--- config.mk ---
export PLATFORM = sky130hd
export DESIGN_NAME = dll_lock_tracker
export DESIGN_NICKNAME = d
export VERILOG_FILES = /design/src/rtl/dll_trk_pkg.sv /design/src/rtl/dll_edge_sync.sv /design/src/rtl/dll_stall_timer.sv /design/src/rtl/dll_lock_counter.sv /design/src/rtl/dll_lock_tracker.sv
export SDC_FILE = /design/constraint.sdc
export NUM_CORES = 1
export LEC_CHECK = 0
export BUFFER_PORTS_ARGS = -buffer_cell sky130_fd_sc_hd__buf_4
export CAP_MARGIN = 20
export CORE_ASPECT_RATIO = 0.9
export CORE_UTILIZATION = 58
export DETAILED_ROUTE_END_ITERATION = 16
export GPL_ROUTABILITY_DRIVEN = 0
export PLACE_DENSITY = 0.79
export SLEW_MARGIN = 30
export SYNTH_ARGS = -nofsm -noshare
export SYNTH_HDL_FRONTEND = slang
export SYNTH_SLANG_ARGS = --single-unit
--- constraint.sdc ---
create_clock -name ref_clk -period 2.7 [get_ports ref_clk]
set_clock_uncertainty 0.1 [all_clocks]
set_input_delay 0.27 -clock ref_clk [delete_from_list [all_inputs] [get_ports ref_clk]]
set_output_delay 0.27 -clock ref_clk [all_outputs]
set_load 0.01 [all_outputs]
--- src/rtl/dll_trk_pkg.sv ---
package dll_trk_pkg;

  typedef enum logic [1:0] {
    MODE_ACQ  = 2'd0,
    MODE_LOCK = 2'd1,
    MODE_BYP  = 2'd2,
    MODE_HALT = 2'd3
  } trk_mode_e;

  // Mode priority: disabled loop first, then a stalled clock, then a full count.
  function automatic trk_mode_e pick_mode(input logic enabled, input logic stalled,
                                          input logic full);
    if (!enabled)     return MODE_BYP;
    else if (stalled) return MODE_HALT;
    else if (full)    return MODE_LOCK;
    else              return MODE_ACQ;
  endfunction

endpackage

--- src/rtl/dll_edge_sync.sv ---
module dll_edge_sync #(
  parameter int SYNC_STAGES = 2
) (
  input  logic ref_clk,
  input  logic rst_n,
  input  logic async_in,
  output logic rise_o
);

  logic [SYNC_STAGES:0] chain;

  always_ff @(posedge ref_clk or negedge rst_n) begin
    if (!rst_n) chain <= '0;
    else        chain <= {chain[SYNC_STAGES-1:0], async_in};
  end

  // One-tick pulse when the synchronised level goes from low to high.
  assign rise_o = chain[SYNC_STAGES-1] & ~chain[SYNC_STAGES];

endmodule

--- src/rtl/dll_stall_timer.sv ---
module dll_stall_timer #(
  parameter int STALL_TICKS = 8
) (
  input  logic ref_clk,
  input  logic rst_n,
  input  logic edge_i,
  output logic stall_o
);

  localparam int IW = $clog2(STALL_TICKS + 1);
  localparam logic [IW-1:0] LIMIT = IW'(STALL_TICKS);

  logic [IW-1:0] idle_q;

  // Ticks since the last detected edge, saturating at the threshold.
  function automatic logic [IW-1:0] next_idle(input logic [IW-1:0] cur, input logic seen);
    if (seen)              return '0;
    else if (cur == LIMIT) return cur;
    else                   return cur + IW'(1);
  endfunction

  always_ff @(posedge ref_clk or negedge rst_n) begin
    if (!rst_n) idle_q <= '0;
    else        idle_q <= next_idle(idle_q, edge_i);
  end

  assign stall_o = (idle_q == LIMIT);

endmodule

--- src/rtl/dll_lock_counter.sv ---
module dll_lock_counter #(
  parameter int LOCK_CYCLES = 2048
) (
  input  logic ref_clk,
  input  logic rst_n,
  input  logic clear_i,
  input  logic edge_i,
  output logic full_o,
  output logic [$clog2(LOCK_CYCLES+1)-1:0] count_o
);

  localparam int CW = $clog2(LOCK_CYCLES + 1);
  localparam logic [CW-1:0] LIMIT = CW'(LOCK_CYCLES);

  logic [CW-1:0] cnt_q;
  logic [CW-1:0] cnt_d;
  logic          full_q;

  // A clear and an edge in the same tick give a count of one.
  function automatic logic [CW-1:0] step(input logic [CW-1:0] cur, input logic clr,
                                         input logic hit);
    logic [CW-1:0] base;
    base = clr ? '0 : cur;
    if (hit && base != LIMIT) base = base + CW'(1);
    return base;
  endfunction

  assign cnt_d = step(cnt_q, clear_i, edge_i);

  always_ff @(posedge ref_clk or negedge rst_n) begin
    if (!rst_n) begin
      cnt_q  <= '0;
      full_q <= 1'b0;
    end else begin
      cnt_q  <= cnt_d;
      full_q <= (cnt_d == LIMIT);
    end
  end

  assign full_o  = full_q;
  assign count_o = cnt_q;

endmodule

--- src/rtl/dll_lock_tracker.sv ---
module dll_lock_tracker
  import dll_trk_pkg::*;
#(
  parameter int LOCK_CYCLES = 2048,
  parameter int STALL_TICKS = 8,
  parameter int SYNC_STAGES = 2
) (
  input  logic       ref_clk,
  input  logic       rst_n,
  input  logic       mon_clk,
  input  logic       loop_on,
  output logic       locked,
  output logic       bypass,
  output logic [1:0] mode
);

  localparam int CNT_W = $clog2(LOCK_CYCLES + 1);

  // Named internal events, visible to the bound checker.
  logic             edge_seen;
  logic             stall_now;
  logic             on_sync;
  logic             lock_full;
  logic             count_clear;
  logic [CNT_W-1:0] lock_count;

  logic [SYNC_STAGES-1:0] on_pipe;
  trk_mode_e              mode_q;

  // The enable pin synchroniser resets to "enabled", so no bypass is shown
  // during reset.
  always_ff @(posedge ref_clk or negedge rst_n) begin
    if (!rst_n) on_pipe <= '1;
    else if (SYNC_STAGES > 1) on_pipe <= {on_pipe[SYNC_STAGES-2:0], loop_on};
    else on_pipe <= SYNC_STAGES'(loop_on);
  end
  assign on_sync = on_pipe[SYNC_STAGES-1];

  dll_edge_sync #(.SYNC_STAGES(SYNC_STAGES)) u_edge (
    .ref_clk (ref_clk),
    .rst_n   (rst_n),
    .async_in(mon_clk),
    .rise_o  (edge_seen)
  );

  dll_stall_timer #(.STALL_TICKS(STALL_TICKS)) u_stall (
    .ref_clk(ref_clk),
    .rst_n  (rst_n),
    .edge_i (edge_seen),
    .stall_o(stall_now)
  );

  assign count_clear = stall_now | ~on_sync;

  dll_lock_counter #(.LOCK_CYCLES(LOCK_CYCLES)) u_count (
    .ref_clk(ref_clk),
    .rst_n  (rst_n),
    .clear_i(count_clear),
    .edge_i (edge_seen),
    .full_o (lock_full),
    .count_o(lock_count)
  );

  always_ff @(posedge ref_clk or negedge rst_n) begin
    if (!rst_n) mode_q <= MODE_ACQ;
    else        mode_q <= pick_mode(on_sync, stall_now, lock_full);
  end

  assign mode   = mode_q;
  assign locked = (mode_q == MODE_LOCK);
  assign bypass = (mode_q == MODE_BYP);

endmodule

======== Word level (Yosys, flattened, before mapping) ========
Index checks and enable logic that the tools add are counted.
Widths: inputs -> output; s select.
operators by class
  divide/modulo/power cells ............... 0
  $add $sub $neg .......................... 2
  shift-type cells ........................ 0
  bitwise operators ....................... 4
  reduce and logical (&&, ||, !) cells .... 1
  mux-type cells .......................... 7
  equal/unequal tests ..................... 6
  $mul .................................... 0
  magnitude comparators ................... 0
operators by type and width
  cell                   count
  $mux 12                2
  $add 12x1->12 const B  1
  $eq 12x12->1 const B   1
  $ne 12x12->1 const B   1
  $mux 4                 2
  $add 4x1->4 const B    1
  $eq 4x4->1 const B     1
  $mux 2                 2
  $eq 2x1->1 const B     1
  $eq 2x2->1 const B     1
  $ne 2x1->1 const B     1
  $not 1->1              2
  $and 1x1->1            1
  $logic_and 1x1->1      1
  $mux 1                 1
  $or 1x1->1             1
storage, ports and cells
  output and inout bits ................... 4
  RAM bits ................................ 0
  memory bits (read-only) ................. 0
  memories ................................ 0
  bits in latches ......................... 0
  input port bits ......................... 4
  register bits after elaboration ......... 24

======== Logic depth before layout (Yosys ltp) ========
Gate-level depths: netlist of the first run.
  depth in word-level cells ............... 7
  gate-level depth with buffers ........... 13
  mapped depth without buffers ............ 12

======== Modules after synthesis ========
From an unflattened synthesis of the first run, not the netlist that was laid out.
second synthesis, totals
  cells, all modules ...................... 118
  area total of the unflattened synthesis .. 1313.8 um^2
by module, submodules not included
  module            seq. area each (um^2)  cells each  times used  area each (um^2)
  dll_lock_counter  325.3                  86          1           874.6
  dll_stall_timer   100.1                  20          1           219.0
  dll_lock_tracker  102.6                  8           1           131.4
  dll_edge_sync     75.1                   4           1           88.8

======== Worst setup path after synthesis of the first run ========
No wires, ideal clock.
  path type ............................... register to register
  start ................................... register u_stall.idle_q[0]
  end ..................................... register u_count.full_q, in the netlist u_count.full_o
  data required time ...................... 2.479 ns
  setup time .............................. 0.121 ns
  stages on the path, launching flop included .. 13
  path buffers ............................ 0
  slack ................................... 0.268 ns
  period minus slack after synthesis ...... 2.432 ns
  arrival ................................. 2.211 ns
  cell sequence ........................... dfrtp_1 inv_1 ha_1 nand3b_4 and3_2 inv_1 ha_1 and4bb_2 nand4_2 o31ai_4 mux2i_1 nor3_2 and4b_1
on the way
  word-level cells in the longest chain between the ends .. 7
ends and longest elaborated chain
  element                                                RTL line                RTL
  from (decl)                                            dll_stall_timer.sv:13   logic [IW-1:0] idle_q;
  from (signal assigned)                                 dll_stall_timer.sv:24   else idle_q <= next_idle(idle_q, edge_i);
  $eq 4x4->1 *                                           dll_stall_timer.sv:27   assign stall_o = (idle_q == LIMIT);
  $or 1x1->1 *                                           dll_lock_tracker.sv:53  assign count_clear = stall_now | ~on_sync;
  $mux 12 *                                              dll_lock_counter.sv:23  base = clr ? '0 : cur;
  branches (longest 2 deep; another with $add 12x1->12)  n/a
  $mux 12 *                                              dll_lock_counter.sv:24  if (hit && base != LIMIT) base = base + CW'(1);
  $eq 12x12->1 *                                         dll_lock_counter.sv:36  full_q <= (cnt_d == LIMIT);
  to (signal assigned)                                   dll_lock_counter.sv:36
  to (decl)                                              dll_lock_counter.sv:17  logic full_q;
Every way passes the cells marked *.
A chain may end at the register's enable or synchronous reset.

======== Final worst setup path of the first run ========
  start ................................... register u_stall.idle_q[1]
  end ..................................... register u_count.cnt_q[1], in the netlist u_count.count_o[1]
on the way
  word-level cells in the longest chain between the ends .. 6
ends and longest elaborated chain
  element                                                RTL line                RTL
  $eq 4x4->1 *                                           dll_stall_timer.sv:27
  $or 1x1->1 *                                           dll_lock_tracker.sv:53
  $mux 12 *                                              dll_lock_counter.sv:23
  branches (longest 2 deep; another with $add 12x1->12)  n/a
  $mux 12 *                                              dll_lock_counter.sv:24
  net u_count.cnt_d[1]                                   dll_lock_counter.sv:16  logic [CW-1:0] cnt_d;
  to (signal assigned)                                   dll_lock_counter.sv:35  cnt_q <= cnt_d;
  to (decl)                                              dll_lock_counter.sv:15  logic [CW-1:0] cnt_q;
Mark *: on every way through the listed nets, which the timed path passes.

==> results of run 1 <==
## layer usage
| metal | GRT usage | part of all wire | up-vias |
|---|---|---|---|
| met4 | 0.0889 | 0.0064 | 0 |
| met3 | 0.0633 | 0.044 | 2 |
| met2 | 0.352 | 0.50 | 26 |
| met5 | 0 | 0 | - |
| li1 | - | - | 411 |
| met1 | 0.256 | 0.45 | 419 |
## metrics by stage
step,instance area (sq um),power [W],hold slack [ns],setup WS (ns),util
2_1_floorplan,1230,0.000576,-0.126,0.268,-
3_3_place_gp,1290,0.000616,0.0802,0.163,0.663
3_5_place_dp,1290,0.000626,0.0821,0.0580,0.663
4_1_cts,1380,0.000885,0.267,0.0203,0.705
5_1_grt,1420,0.000954,0.269,-0.0144,0.725
6_report,1420,0.000907,0.264,0.0830,0.725
## kinds of logic (layout without fill, tap and decap cells)
group / count (synthesis) / in the layout / synth area share
muxes: 3 / 3 / 0.0254
DFF: 24 / 24 / 0.490
and+or+nand+nor: 51 / 51 / 0.254
adders and majority gates: 4 / 4 / 0.0407
xor gates and xnor gates: 13 / 13 / 0.0925
buffers and inverters: 10 / 23 / 0.0407
AOI/OAI and AO/OA: 9 / 9 / 0.0569
## what timing repair did
| item | in CTS | in global routing |
|---|---|---|
| hold buffers | 3 | 0 |
| setup buffers | 0 | 2 |
| resized for setup | 0 | 5 |
| endpoints found under the setup margin | 0 | 1 |
| hold endpoints to repair | 26 | 0 |
## area by class of cell
class                   count  share of cell area
flip-flops and latches     24               0.426
multi-input cells          80               0.425
repair buffers             12              0.0690
well taps                  25              0.0221
clock inverters             1              0.0212
inverters                   7              0.0203
clock buffers               3              0.0159
## flip-flops by register name, indices dropped and copies added (netlist names)
signal	cells
mode	2
u_count.full_o	1
u_edge.chain	3
u_count.count_o	12
on_pipe	2
u_stall.idle_q	4
## critical path: cells and delay by family, from the launching register on
kind                       cells  cell delay [ns]
buffers and inverters          3             0.30
DFF                            1             0.42
adders and majority gates      2             0.34
muxes                          1             0.34
and+or+nand+nor                4             0.70
AOI/OAI and AO/OA              1             0.29
## power by group
part	internal, W	total (W)	switching [W]
registers	0.000402	0.000442	0.0000402
logic	0.000101	0.000210	0.000108
clock network	0.000150	0.000256	0.000105
## cell usage in the layout (no fill, tap or decap), drive strengths merged, types with 2 or more instances in the layout
cell type | synthesis | final
a21oi | 3 | 3
dfrtp | 22 | 22
dfstp | 2 | 2
clkbuf | 0 | 3
nand4 | 5 | 5
inv | 7 | 7
nand3 | 6 | 6
nand2 | 6 | 6
buf | 3 | 9
ha | 4 | 4
nor3 | 2 | 2
and4 | 2 | 2
o21ai | 2 | 2
and2 | 4 | 4
mux2i | 2 | 2
nor2b | 3 | 3
dlygate4sd3 | 0 | 3
xnor2 | 5 | 5
and4b | 2 | 2
nor2 | 17 | 17
xor2 | 8 | 8
## path summary, 6_finish.rpt
check | from | to | slack [ns] | cells after the start
setup / recovery | u_stall.idle_q[1] | u_count.count_o[1] | 0.08 | 11
hold / removal | on_pipe[0] | on_pipe[1] | 0.26 | 0
setup reg to reg | u_stall.idle_q[1] | u_count.count_o[1] | 0.08 | 11
hold reg to reg | on_pipe[0] | on_pipe[1] | 0.26 | 0
max in group asynchronous | rst_n | on_pipe[0] | 1.95 | 2
min in group asynchronous | rst_n | u_stall.idle_q[1] | 0.27 | 2
==> impl_metrics.xml, run 1 <==
<?xml version="1.0" encoding="UTF-8"?>
<metrics>
  <group name="logic_synthesis">
    <metric name="synthesis.nets" unit="">122</metric>
    <metric name="synthDistinctLibCells" unit="">36</metric>
    <metric name="synthCells" unit="">114</metric>
    <metric name="synth_most_common_cell" unit="">sky130_fd_sc_hd__dfrtp_1</metric>
    <metric name="seq_area_frac_synth" unit="">0.490</metric>
    <metric name="synth_top_area_share" unit="">0.447</metric>
    <metric name="yosys_most_used_dff" unit="">sky130_fd_sc_hd__dfrtp_1</metric>
    <metric name="count_of_flip_flops_with_a_built_in_enable_after_synthesis" unit="">0</metric>
    <metric name="postSynth.asyncResetShare" unit="">1.00</metric>
    <metric name="synth.ff_latch_count" unit="">24</metric>
    <metric name="synth.largest_area_cell" unit="">sky130_fd_sc_hd__dfrtp_1</metric>
    <metric name="synth.top_cells.by_area" unit="">sky130_fd_sc_hd__dfrtp_1 45%, sky130_fd_sc_hd__xor2_1 5.7%, sky130_fd_sc_hd__nor2_1 5.2%</metric>
    <metric name="yosys_warnings" unit="">0</metric>
    <metric name="post_synth_instance_area" unit="sq um">1230</metric>
    <metric name="post_synth_most_frequent_cells" unit="">22 x sky130_fd_sc_hd__dfrtp_1, 17 x sky130_fd_sc_hd__nor2_1, 8 x sky130_fd_sc_hd__xor2_1</metric>
    <metric name="avg_synthesized_cell_area" unit="sq um">10.8</metric>
  </group>
  <group name="timing">
    <metric name="final_max_slew_viol_count" unit="">0</metric>
    <metric name="clock.fmax" unit="MHz">382</metric>
    <metric name="fin_tns_setup" unit="ns">0</metric>
    <metric name="max_slew.worst_pin.slew" unit="ns">0.351</metric>
    <metric name="final_min_period_over_clock_period" unit="">0.969</metric>
    <metric name="finalSetupViolCount" unit="">0</metric>
    <metric name="finalHoldViolCount" unit="">0</metric>
    <metric name="maxSlewHeadroom" unit="">0.766</metric>
    <metric name="min_clock_period_post_route" unit="ns">2.62</metric>
  </group>
  <group name="grt">
    <metric name="global_route_usage_over_all_layers" unit="">0.210</metric>
    <metric name="grt_pass1_wl" unit="microns">3420</metric>
    <metric name="number_of_global_route_vias_before_repair" unit="">807</metric>
    <metric name="antenna_found_initial" unit="">0</metric>
    <metric name="global_route.overflow_total" unit="">0</metric>
    <metric name="grt_max_degree" unit="">25</metric>
  </group>
  <group name="final_layout">
    <metric name="combined_area_of_the_multi_input_logic_cells" unit="sq um">602</metric>
    <metric name="p_r_area_growth_vs_syn" unit="%">14.9</metric>
    <metric name="antenna_cells_inserted" unit="">0</metric>
    <metric name="fillers" unit="">139</metric>
    <metric name="final_nets" unit="">136</metric>
    <metric name="final_layout_size_suffix_gt1_frac" unit="">0.236</metric>
    <metric name="sequential_cell_area" unit="sq um">603</metric>
    <metric name="finish.cell_count_without_fillers" unit="">152</metric>
  </group>
  <group name="detailed_routing">
    <metric name="vias_per_cell" unit="">5.64</metric>
    <metric name="routed_vias" unit="">858</metric>
    <metric name="post_drt_wl_per_cell" unit="microns">14.5</metric>
    <metric name="drcViolationCount" unit="">0</metric>
    <metric name="initialDrtViolationCount" unit="">15</metric>
    <metric name="route.antenna.remaining_nets" unit="">0</metric>
    <metric name="drt_pass1_iterations" unit="">4</metric>
    <metric name="detail_route.wirelength" unit="microns">2200</metric>
  </group>
  <group name="placed_design">
    <metric name="dp_hpwl" unit="microns">1480</metric>
    <metric name="portbufs" unit="">7</metric>
    <metric name="dp_cells" unit="">143</metric>
  </group>
  <group name="worst_setup_path">
    <metric name="slowest_delay" unit="ns">0.42</metric>
    <metric name="cp-start-kind" unit="">register</metric>
    <metric name="crit_top_cell" unit="">sky130_fd_sc_hd__inv_1</metric>
    <metric name="crit_path_dat" unit="ns">2.72</metric>
    <metric name="worstSetupEndpointType" unit="">register</metric>
    <metric name="crit_type" unit="">register to register</metric>
    <metric name="slowest_stage" unit="">sky130_fd_sc_hd__dfrtp_1</metric>
    <metric name="critical_path.max_fanout" unit="">7</metric>
    <metric name="cp_cell_sequence" unit="">inv_1 -&gt; ha_2 -&gt; nand3b_4 -&gt; and3_4 -&gt; inv_1 -&gt; ha_1 -&gt; and4bb_2 -&gt; nand4_4 -&gt; o31ai_4 -&gt; buf_4 -&gt; mux2_1</metric>
    <metric name="timing.critical_path.required" unit="ns">2.80</metric>
  </group>
  <group name="floorplan">
    <metric name="chipWidth" unit="microns">50.6</metric>
    <metric name="rows" unit="">15</metric>
    <metric name="num_io_pins" unit="">8</metric>
    <metric name="die_y" unit="microns">45.7</metric>
    <metric name="fp.coreArea" unit="sq um">1950</metric>
    <metric name="dieArea" unit="sq um">2310</metric>
    <metric name="floorplan.initialDensity" unit="">0.631</metric>
  </group>
  <group name="pwr">
    <metric name="total_leakage_power" unit="nW">0.657</metric>
    <metric name="cellPowerDensity" unit="nW/um^2">641</metric>
    <metric name="max-vdd-ir-drop" unit="mV">0.419</metric>
  </group>
  <group name="clock_network">
    <metric name="path_clk_slew" unit="ns">0.12</metric>
    <metric name="clock_sink_count" unit="">24</metric>
    <metric name="numCtsBuffers" unit="">3</metric>
    <metric name="clock_path_buffers" unit="">2</metric>
    <metric name="ctsHtreeMaxLevel" unit="">1</metric>
    <metric name="cts_tree" unit="">yes</metric>
    <metric name="worstSkewPairLatency" unit="ns">0.32</metric>
    <metric name="ctsRootBufferMaster" unit="">sky130_fd_sc_hd__clkbuf_4</metric>
  </group>
  <group name="run_status">
    <metric name="result_of_the_run" unit="">complete, no violations</metric>
  </group>
  <group name="run">
    <metric name="maxCapViolations" unit="">0</metric>
  </group>
  <group name="hold_path">
    <metric name="min_path_type" unit="">register to register</metric>
  </group>
</metrics>
Note: power is estimated with default switching activity, not from simulation.
==> inputs of run 2 (changes only) <==
Settings changed: CORE_UTILIZATION 58 to 59, PLACE_DENSITY 0.79 to 0.8, SYNTH_HIERARCHICAL set to 1.
==> impl_metrics.xml, run 2 <==
<?xml version="1.0" encoding="UTF-8"?>
<metrics>
  <group name="logic_synthesis">
    <metric name="synth.largest_area_cell" unit="">sky130_fd_sc_hd__dfrtp_1</metric>
    <metric name="synth.ff_latch_count" unit="">24</metric>
    <metric name="count_of_flip_flops_with_a_built_in_enable_after_synthesis" unit="">0</metric>
    <metric name="yosys_most_used_dff" unit="">sky130_fd_sc_hd__dfrtp_1</metric>
    <metric name="post_synth_instance_area" unit="sq um">1310</metric>
    <metric name="synth-compound-area-share" unit="">0.0495</metric>
    <metric name="postSynth.asyncResetShare" unit="">1.00</metric>
    <metric name="synth.area.mux_share" unit="">0.0429</metric>
    <metric name="post_synth_xor_area_fraction" unit="">0.0933</metric>
    <metric name="synth_top_area_share" unit="">0.419</metric>
    <metric name="synth.top_cells.by_area" unit="">sky130_fd_sc_hd__dfrtp_1 42%, sky130_fd_sc_hd__xnor2_1 6.7%, sky130_fd_sc_hd__dfstp_2 4.0%</metric>
    <metric name="synthesis.nets" unit="">126</metric>
    <metric name="synthCells" unit="">118</metric>
    <metric name="yosys_warnings" unit="">6</metric>
    <metric name="synth_top_family_by_area" unit="">simple AND/OR/NAND/NOR gates</metric>
    <metric name="synthDistinctLibCells" unit="">36</metric>
    <metric name="synth-adder-area-share" unit="">0.0381</metric>
    <metric name="synthSimpleGateAreaFrac" unit="">0.286</metric>
    <metric name="post_synth_most_frequent_cells" unit="">22 x sky130_fd_sc_hd__dfrtp_1, 14 x sky130_fd_sc_hd__nor2_1, 10 x sky130_fd_sc_hd__xnor2_1</metric>
    <metric name="seq_area_frac_synth" unit="">0.459</metric>
    <metric name="avg_synthesized_cell_area" unit="sq um">11.1</metric>
    <metric name="synth_most_common_cell" unit="">sky130_fd_sc_hd__dfrtp_1</metric>
  </group>
  <group name="detailed_routing">
    <metric name="post_drt_wl_per_cell" unit="microns">14.9</metric>
    <metric name="drcViolationCount" unit="">0</metric>
    <metric name="detail_route.wirelength" unit="microns">2450</metric>
    <metric name="routed_vias" unit="">926</metric>
    <metric name="drt_pass1_iterations" unit="">5</metric>
    <metric name="initialDrtViolationCount" unit="">9</metric>
    <metric name="route.antenna.remaining_nets" unit="">0</metric>
    <metric name="vias_per_cell" unit="">5.65</metric>
  </group>
  <group name="grt">
    <metric name="antenna_found_initial" unit="">0</metric>
    <metric name="global_route.overflow_total" unit="">0</metric>
    <metric name="number_of_global_route_vias_before_repair" unit="">908</metric>
    <metric name="grt_max_degree" unit="">25</metric>
    <metric name="grt_pass1_wl" unit="microns">3930</metric>
    <metric name="global_route_usage_over_all_layers" unit="">0.228</metric>
  </group>
  <group name="worst_setup_path">
    <metric name="slowest_delay" unit="ns">0.40</metric>
    <metric name="slowest_stage" unit="">sky130_fd_sc_hd__dfrtp_1</metric>
    <metric name="critical_path.max_fanout" unit="">4</metric>
    <metric name="crit_path_dat" unit="ns">2.74</metric>
    <metric name="crit_type" unit="">register to register</metric>
    <metric name="timing.critical_path.required" unit="ns">2.84</metric>
    <metric name="cp-start-kind" unit="">register</metric>
    <metric name="worstSetupEndpointType" unit="">register</metric>
    <metric name="cp_cell_sequence" unit="">inv_1 -&gt; ha_2 -&gt; nand3b_4 -&gt; inv_1 -&gt; nand2b_4 -&gt; nand2b_4 -&gt; ha_1 -&gt; nor4b_4 -&gt; a31oi_2 -&gt; buf_4 -&gt; o21ai_0 -&gt; o21ai_0 -&gt; nor4_2</metric>
  </group>
  <group name="pwr">
    <metric name="max-vdd-ir-drop" unit="mV">0.506</metric>
    <metric name="total_leakage_power" unit="nW">0.757</metric>
    <metric name="cellPowerDensity" unit="nW/um^2">595</metric>
  </group>
  <group name="final_layout">
    <metric name="fillers" unit="">117</metric>
    <metric name="largest_register_ff_count" unit="">12</metric>
    <metric name="final_layout_size_suffix_gt1_frac" unit="">0.309</metric>
    <metric name="p_r_area_growth_vs_syn" unit="%">21.0</metric>
    <metric name="antenna_cells_inserted" unit="">0</metric>
    <metric name="layout.cells.most_common" unit="">sky130_fd_sc_hd__dfrtp_1</metric>
    <metric name="final_nets" unit="">148</metric>
    <metric name="commonest_cells_after_routing_fill_and_taps_aside" unit="">22 x sky130_fd_sc_hd__dfrtp_1, 15 x sky130_fd_sc_hd__buf_4, 13 x sky130_fd_sc_hd__nor2_1</metric>
    <metric name="design_area" unit="sq um">1590</metric>
  </group>
  <group name="floorplan">
    <metric name="die_y" unit="microns">46.8</metric>
    <metric name="fp.coreArea" unit="sq um">2010</metric>
    <metric name="num_io_pins" unit="">8</metric>
    <metric name="chipWidth" unit="microns">51.7</metric>
    <metric name="dieArea" unit="sq um">2420</metric>
    <metric name="floorplan.initialDensity" unit="">0.654</metric>
    <metric name="rows" unit="">15</metric>
  </group>
  <group name="timing">
    <metric name="finalSetupViolCount" unit="">0</metric>
    <metric name="clock.fmax" unit="MHz">384</metric>
    <metric name="finalHoldViolCount" unit="">0</metric>
    <metric name="min_clock_period_post_route" unit="ns">2.60</metric>
    <metric name="final_max_slew_viol_count" unit="">0</metric>
    <metric name="max_slew.worst_pin.slew" unit="ns">0.336</metric>
    <metric name="timing.final.ws_setup" unit="ns">0.0991</metric>
    <metric name="maxSlewHeadroom" unit="">0.774</metric>
    <metric name="final_min_period_over_clock_period" unit="">0.963</metric>
  </group>
  <group name="placed_design">
    <metric name="portbufs" unit="">7</metric>
    <metric name="worst_setup_slack_after_placement" unit="ns">0.0542</metric>
    <metric name="placed_cell_area" unit="sq um">1440</metric>
    <metric name="dp_hpwl" unit="microns">1650</metric>
  </group>
  <group name="run_status">
    <metric name="result_of_the_run" unit="">complete, no violations</metric>
  </group>
  <group name="run">
    <metric name="maxCapViolations" unit="">0</metric>
  </group>
  <group name="clock_network">
    <metric name="worstSkewPairLatency" unit="ns">0.32</metric>
    <metric name="clock_sink_count" unit="">24</metric>
    <metric name="numCtsBuffers" unit="">3</metric>
    <metric name="ctsHtreeMaxLevel" unit="">1</metric>
    <metric name="path_clk_slew" unit="ns">0.13</metric>
    <metric name="clock_path_buffers" unit="">2</metric>
    <metric name="ctsRootBufferMaster" unit="">sky130_fd_sc_hd__clkbuf_4</metric>
    <metric name="cts_tree" unit="">yes</metric>
  </group>
  <group name="hold_path">
    <metric name="min_path_type" unit="">input port to asynchronous set/reset pin</metric>
  </group>
</metrics>
==> run 2: stage by stage <==
stage,std cells,hold WS [ns],util,TNS (ns),power [W]
2_1_floorplan,118,-0.126,-,0,0.000598
3_3_place_gp,154,0.0798,0.717,0,0.000668
3_5_place_dp,154,0.0827,0.717,0,0.000679
4_1_cts,161,0.258,0.758,0,0.000944
5_1_grt,164,0.271,0.792,-0.0554,0.000998
6_report,164,0.256,0.792,0,0.000945
==> run 2: cell families (layout without fill, tap and decap cells) <==
| kind of cell | after synthesis | after routing |
|---|---|---|
| AO/OA/AOI/OAI | 10 | 10 |
| XOR/XNOR | 14 | 14 |
| adder cells (fa/ha/maj) | 4 | 4 |
| buffers and inverters | 9 | 30 |
| flip-flops | 24 | 24 |
| multiplexers | 5 | 5 |
| AND/OR/NAND/NOR | 52 | 52 |
==> run 2: power by group <==
part	internal, W	switching (W)
Sequential	0.000402	0.0000365
Combinational	0.000132	0.000118
Clock	0.000150	0.000107
Total	0.000684	0.000261
==> run 2: what timing repair did <==
item / 4_1_cts / 5_1_grt
resized for setup: 0 / 9
setup endpoints to repair: 0 / 1
buffers inserted: 0 / 3
hold buffers: 3 / 0
hold endpoints to repair: 26 / 0
==> run 2: path summary, 6_finish.rpt <==
kind                       cells past startpoint              start            endpoint  slack (ns)
min in group ref_clk                           0         on_pipe[0]          on_pipe[1]        0.27
min                                            2              rst_n  u_count/count_o[7]        0.26
min reg2reg                                    0         on_pipe[0]          on_pipe[1]        0.27
max reg2reg                                   13  u_stall/idle_q[0]      u_count/full_o         0.1
max in group asynchronous                      2              rst_n          on_pipe[1]        1.95
max                                           13  u_stall/idle_q[0]      u_count/full_o         0.1
==> run 2: area by class of cell <==
type / instances / area, sq um / area share
Multi-Input combinational cell: 85 / 723 / 0.455
Timing Repair Buffer: 19 / 154 / 0.0968
Clock inverter: 1 / 30.0 / 0.0189
Inverter: 7 / 26.3 / 0.0165
Tap cell: 25 / 31.3 / 0.0197
Sequential cell: 24 / 603 / 0.379
Clock buffer: 3 / 22.5 / 0.0142
==> run 2: metal layers <==
metal,part of all wire,track usage,up-vias
met4,0.0078,0.0486,0
li1,-,-,444
met5,0,0,-
met3,0.037,0.0809,4
met1,0.46,0.296,459
met2,0.49,0.377,19
==> run 2: worst max-delay path: cells and delay by family, from the launching register on <==
family | cells | cell delay [ns]
flops | 1 | 0.40
fa+ha+maj | 2 | 0.36
compound gates | 3 | 0.41
buf+inv | 3 | 0.33
simple gates | 5 | 0.94
==> inputs of run 3 (changes only) <==
Settings changed: CORE_UTILIZATION 59 to 60, PLACE_DENSITY 0.8 to 0.81.
Clock period 2.7 ns to 3 ns, I/O delays scaled along.
==> impl_metrics.xml, run 3 (synthesis results as in run 2) <==
<?xml version="1.0" encoding="UTF-8"?>
<metrics>
  <group name="run_status">
    <metric name="result_of_the_run" unit="">complete, no violations</metric>
  </group>
  <group name="detailed_routing">
    <metric name="routed_vias" unit="">889</metric>
    <metric name="post_drt_wl_per_cell" unit="microns">14.9</metric>
    <metric name="drcViolationCount" unit="">0</metric>
    <metric name="vias_per_cell" unit="">5.59</metric>
    <metric name="drt_pass1_iterations" unit="">4</metric>
    <metric name="route.antenna.remaining_nets" unit="">0</metric>
    <metric name="initialDrtViolationCount" unit="">26</metric>
    <metric name="detail_route.wirelength" unit="microns">2360</metric>
  </group>
  <group name="final_layout">
    <metric name="finish.cell_count_without_fillers" unit="">159</metric>
    <metric name="final_layout_size_suffix_gt1_frac" unit="">0.239</metric>
    <metric name="layout.cells.most_common" unit="">sky130_fd_sc_hd__dfrtp_1</metric>
    <metric name="final_nets" unit="">143</metric>
    <metric name="p_r_area_growth_vs_syn" unit="%">14.2</metric>
    <metric name="commonest_cells_after_routing_fill_and_taps_aside" unit="">22 x sky130_fd_sc_hd__dfrtp_1, 13 x sky130_fd_sc_hd__nor2_1, 11 x sky130_fd_sc_hd__buf_4</metric>
    <metric name="design_area" unit="sq um">1500</metric>
    <metric name="antenna_cells_inserted" unit="">0</metric>
    <metric name="largest_register_ff_count" unit="">12</metric>
  </group>
  <group name="worst_setup_path">
    <metric name="cp_cell_sequence" unit="">inv_1 -&gt; ha_1 -&gt; nand3b_4 -&gt; inv_1 -&gt; nand2b_1 -&gt; nand2b_2 -&gt; ha_1 -&gt; nor4b_4 -&gt; a31oi_2 -&gt; mux2_4 -&gt; or2_0 -&gt; nor4_2</metric>
    <metric name="timing.critical_path.required" unit="ns">3.14</metric>
    <metric name="worstSetupEndpointType" unit="">register</metric>
    <metric name="crit_path_dat" unit="ns">2.98</metric>
    <metric name="critical_path.max_fanout" unit="">4</metric>
    <metric name="slowest_stage" unit="">sky130_fd_sc_hd__dfrtp_1</metric>
    <metric name="crit_type" unit="">register to register</metric>
    <metric name="slowest_delay" unit="ns">0.42</metric>
    <metric name="r2r_start" unit="">u_stall/idle_q[1]</metric>
    <metric name="path_buf_inv" unit="">2</metric>
    <metric name="cp-start-kind" unit="">register</metric>
    <metric name="path_delay_family" unit="">simple AND/OR/NAND/NOR gates</metric>
    <metric name="crit_path_start" unit="">u_stall/idle_q[1]</metric>
  </group>
  <group name="timing">
    <metric name="timing.final.ws_setup" unit="ns">0.158</metric>
    <metric name="clock.fmax" unit="MHz">352</metric>
    <metric name="final_min_period_over_clock_period" unit="">0.947</metric>
    <metric name="max_slew.worst_pin.slew" unit="ns">0.474</metric>
    <metric name="finalHoldViolCount" unit="">0</metric>
    <metric name="final_max_slew_viol_count" unit="">0</metric>
    <metric name="min_clock_period_post_route" unit="ns">2.84</metric>
    <metric name="finalHoldWorstSlack" unit="ns">0.264</metric>
    <metric name="finalSetupViolCount" unit="">0</metric>
    <metric name="maxSlewHeadroom" unit="">0.681</metric>
  </group>
  <group name="clock_network">
    <metric name="clock_path_buffers" unit="">2</metric>
    <metric name="path_clk_slew" unit="ns">0.13</metric>
    <metric name="ctsHtreeMaxLevel" unit="">1</metric>
    <metric name="clock_sink_count" unit="">24</metric>
    <metric name="ctsRootBufferMaster" unit="">sky130_fd_sc_hd__clkbuf_4</metric>
    <metric name="worstSkewPairLatency" unit="ns">0.32</metric>
    <metric name="numCtsBuffers" unit="">3</metric>
    <metric name="cts_tree" unit="">yes</metric>
  </group>
  <group name="hold_path">
    <metric name="worst_hold_startpoint" unit="">on_pipe[0]</metric>
    <metric name="min_path_type" unit="">register to register</metric>
  </group>
  <group name="placed_design">
    <metric name="dp_hpwl" unit="microns">1700</metric>
    <metric name="portbufs" unit="">7</metric>
    <metric name="worst_setup_slack_after_placement" unit="ns">0.112</metric>
    <metric name="dp_cells" unit="">150</metric>
    <metric name="placed_cell_area" unit="sq um">1400</metric>
  </group>
  <group name="floorplan">
    <metric name="num_io_pins" unit="">8</metric>
    <metric name="fp.coreArea" unit="sq um">1990</metric>
    <metric name="die_y" unit="microns">46.4</metric>
    <metric name="dieArea" unit="sq um">2380</metric>
    <metric name="rows" unit="">15</metric>
    <metric name="floorplan.initialDensity" unit="">0.660</metric>
    <metric name="chipWidth" unit="microns">51.3</metric>
  </group>
  <group name="run">
    <metric name="maxCapViolations" unit="">0</metric>
  </group>
  <group name="grt">
    <metric name="grt_max_degree" unit="">25</metric>
    <metric name="grt_pass1_wl" unit="microns">3740</metric>
    <metric name="antenna_found_initial" unit="">0</metric>
    <metric name="number_of_global_route_vias_before_repair" unit="">807</metric>
    <metric name="global_route_usage_over_all_layers" unit="">0.232</metric>
    <metric name="global_route.overflow_total" unit="">0</metric>
  </group>
  <group name="pwr">
    <metric name="max-vdd-ir-drop" unit="mV">0.711</metric>
    <metric name="report.power.total" unit="W">0.000844</metric>
    <metric name="cellPowerDensity" unit="nW/um^2">563</metric>
    <metric name="total_leakage_power" unit="nW">0.702</metric>
  </group>
</metrics>
-- run 3: cell types whose count changed in the layout (fill, tap and decap cells not counted), sizes merged --
cell / delta
buf: -5
-- run 3: metrics by stage --
step / TNS, ns / util
CTS: 0 / 0.744
finish: 0 / 0.754
detailed placement: 0 / 0.703
floorplan: 0 / -
global route: -0.0209 / 0.754
global placement: 0 / 0.703
-- run 3: worst reg2reg max path, delay by kind of cell (launching register included) --
kind,cells,cell delay (ns)
AOI/OAI and AO/OA,1,0.25
adders and majority gates,2,0.42
buffers and inverters,2,0.12
DFF,1,0.42
muxes,1,0.33
and+or+nand+nor,6,1.12
-- run 3: per-layer routing --
layer	GRT usage	vias to the layer above	wire length (microns)
met5	0	-	0
met4	0.114	0	47
met3	0.0594	4	126
met2	0.337	25	1070
met1	0.324	426	1120
li1	-	434	-
-- run 3: repair_timing --
action	CTS	global route
hold endpoints to repair	24	0
setup buffers	0	2
hold buffers	3	0
resized for setup	0	2
endpoints found under the setup margin	0	1
-- run 3: area by class of cell --
class	instances	area, sq um
multi-input combinational	85	674
clock inverter	1	30.0
tap	25	31.3
timing repair buffer	14	113
inverter	7	26.3
clock buffer	3	22.5
fill	139	489
sequential	24	603
-- run 3: worst paths after layout --
path / endpoint / slack [ns] / depth (start not counted)
min: on_pipe[1] / 0.26 / 0
min reg2reg: on_pipe[1] / 0.26 / 0
max: u_count/full_o / 0.16 / 12
max reg2reg: u_count/full_o / 0.16 / 12
min in group asynchronous: u_stall/idle_q[1] / 0.29 / 2
max in group asynchronous: on_pipe[0] / 2.23 / 2
-- run 3: report_power, final --
group | total (W) | switching, W | internal (W) | leakage (nW)
clock network | 0.000233 | 0.0000973 | 0.000135 | 0.0279
registers | 0.000399 | 0.0000378 | 0.000362 | 0.312
logic | 0.000212 | 0.000104 | 0.000108 | 0.362
total | 0.000844 | 0.000239 | 0.000605 | 0.702
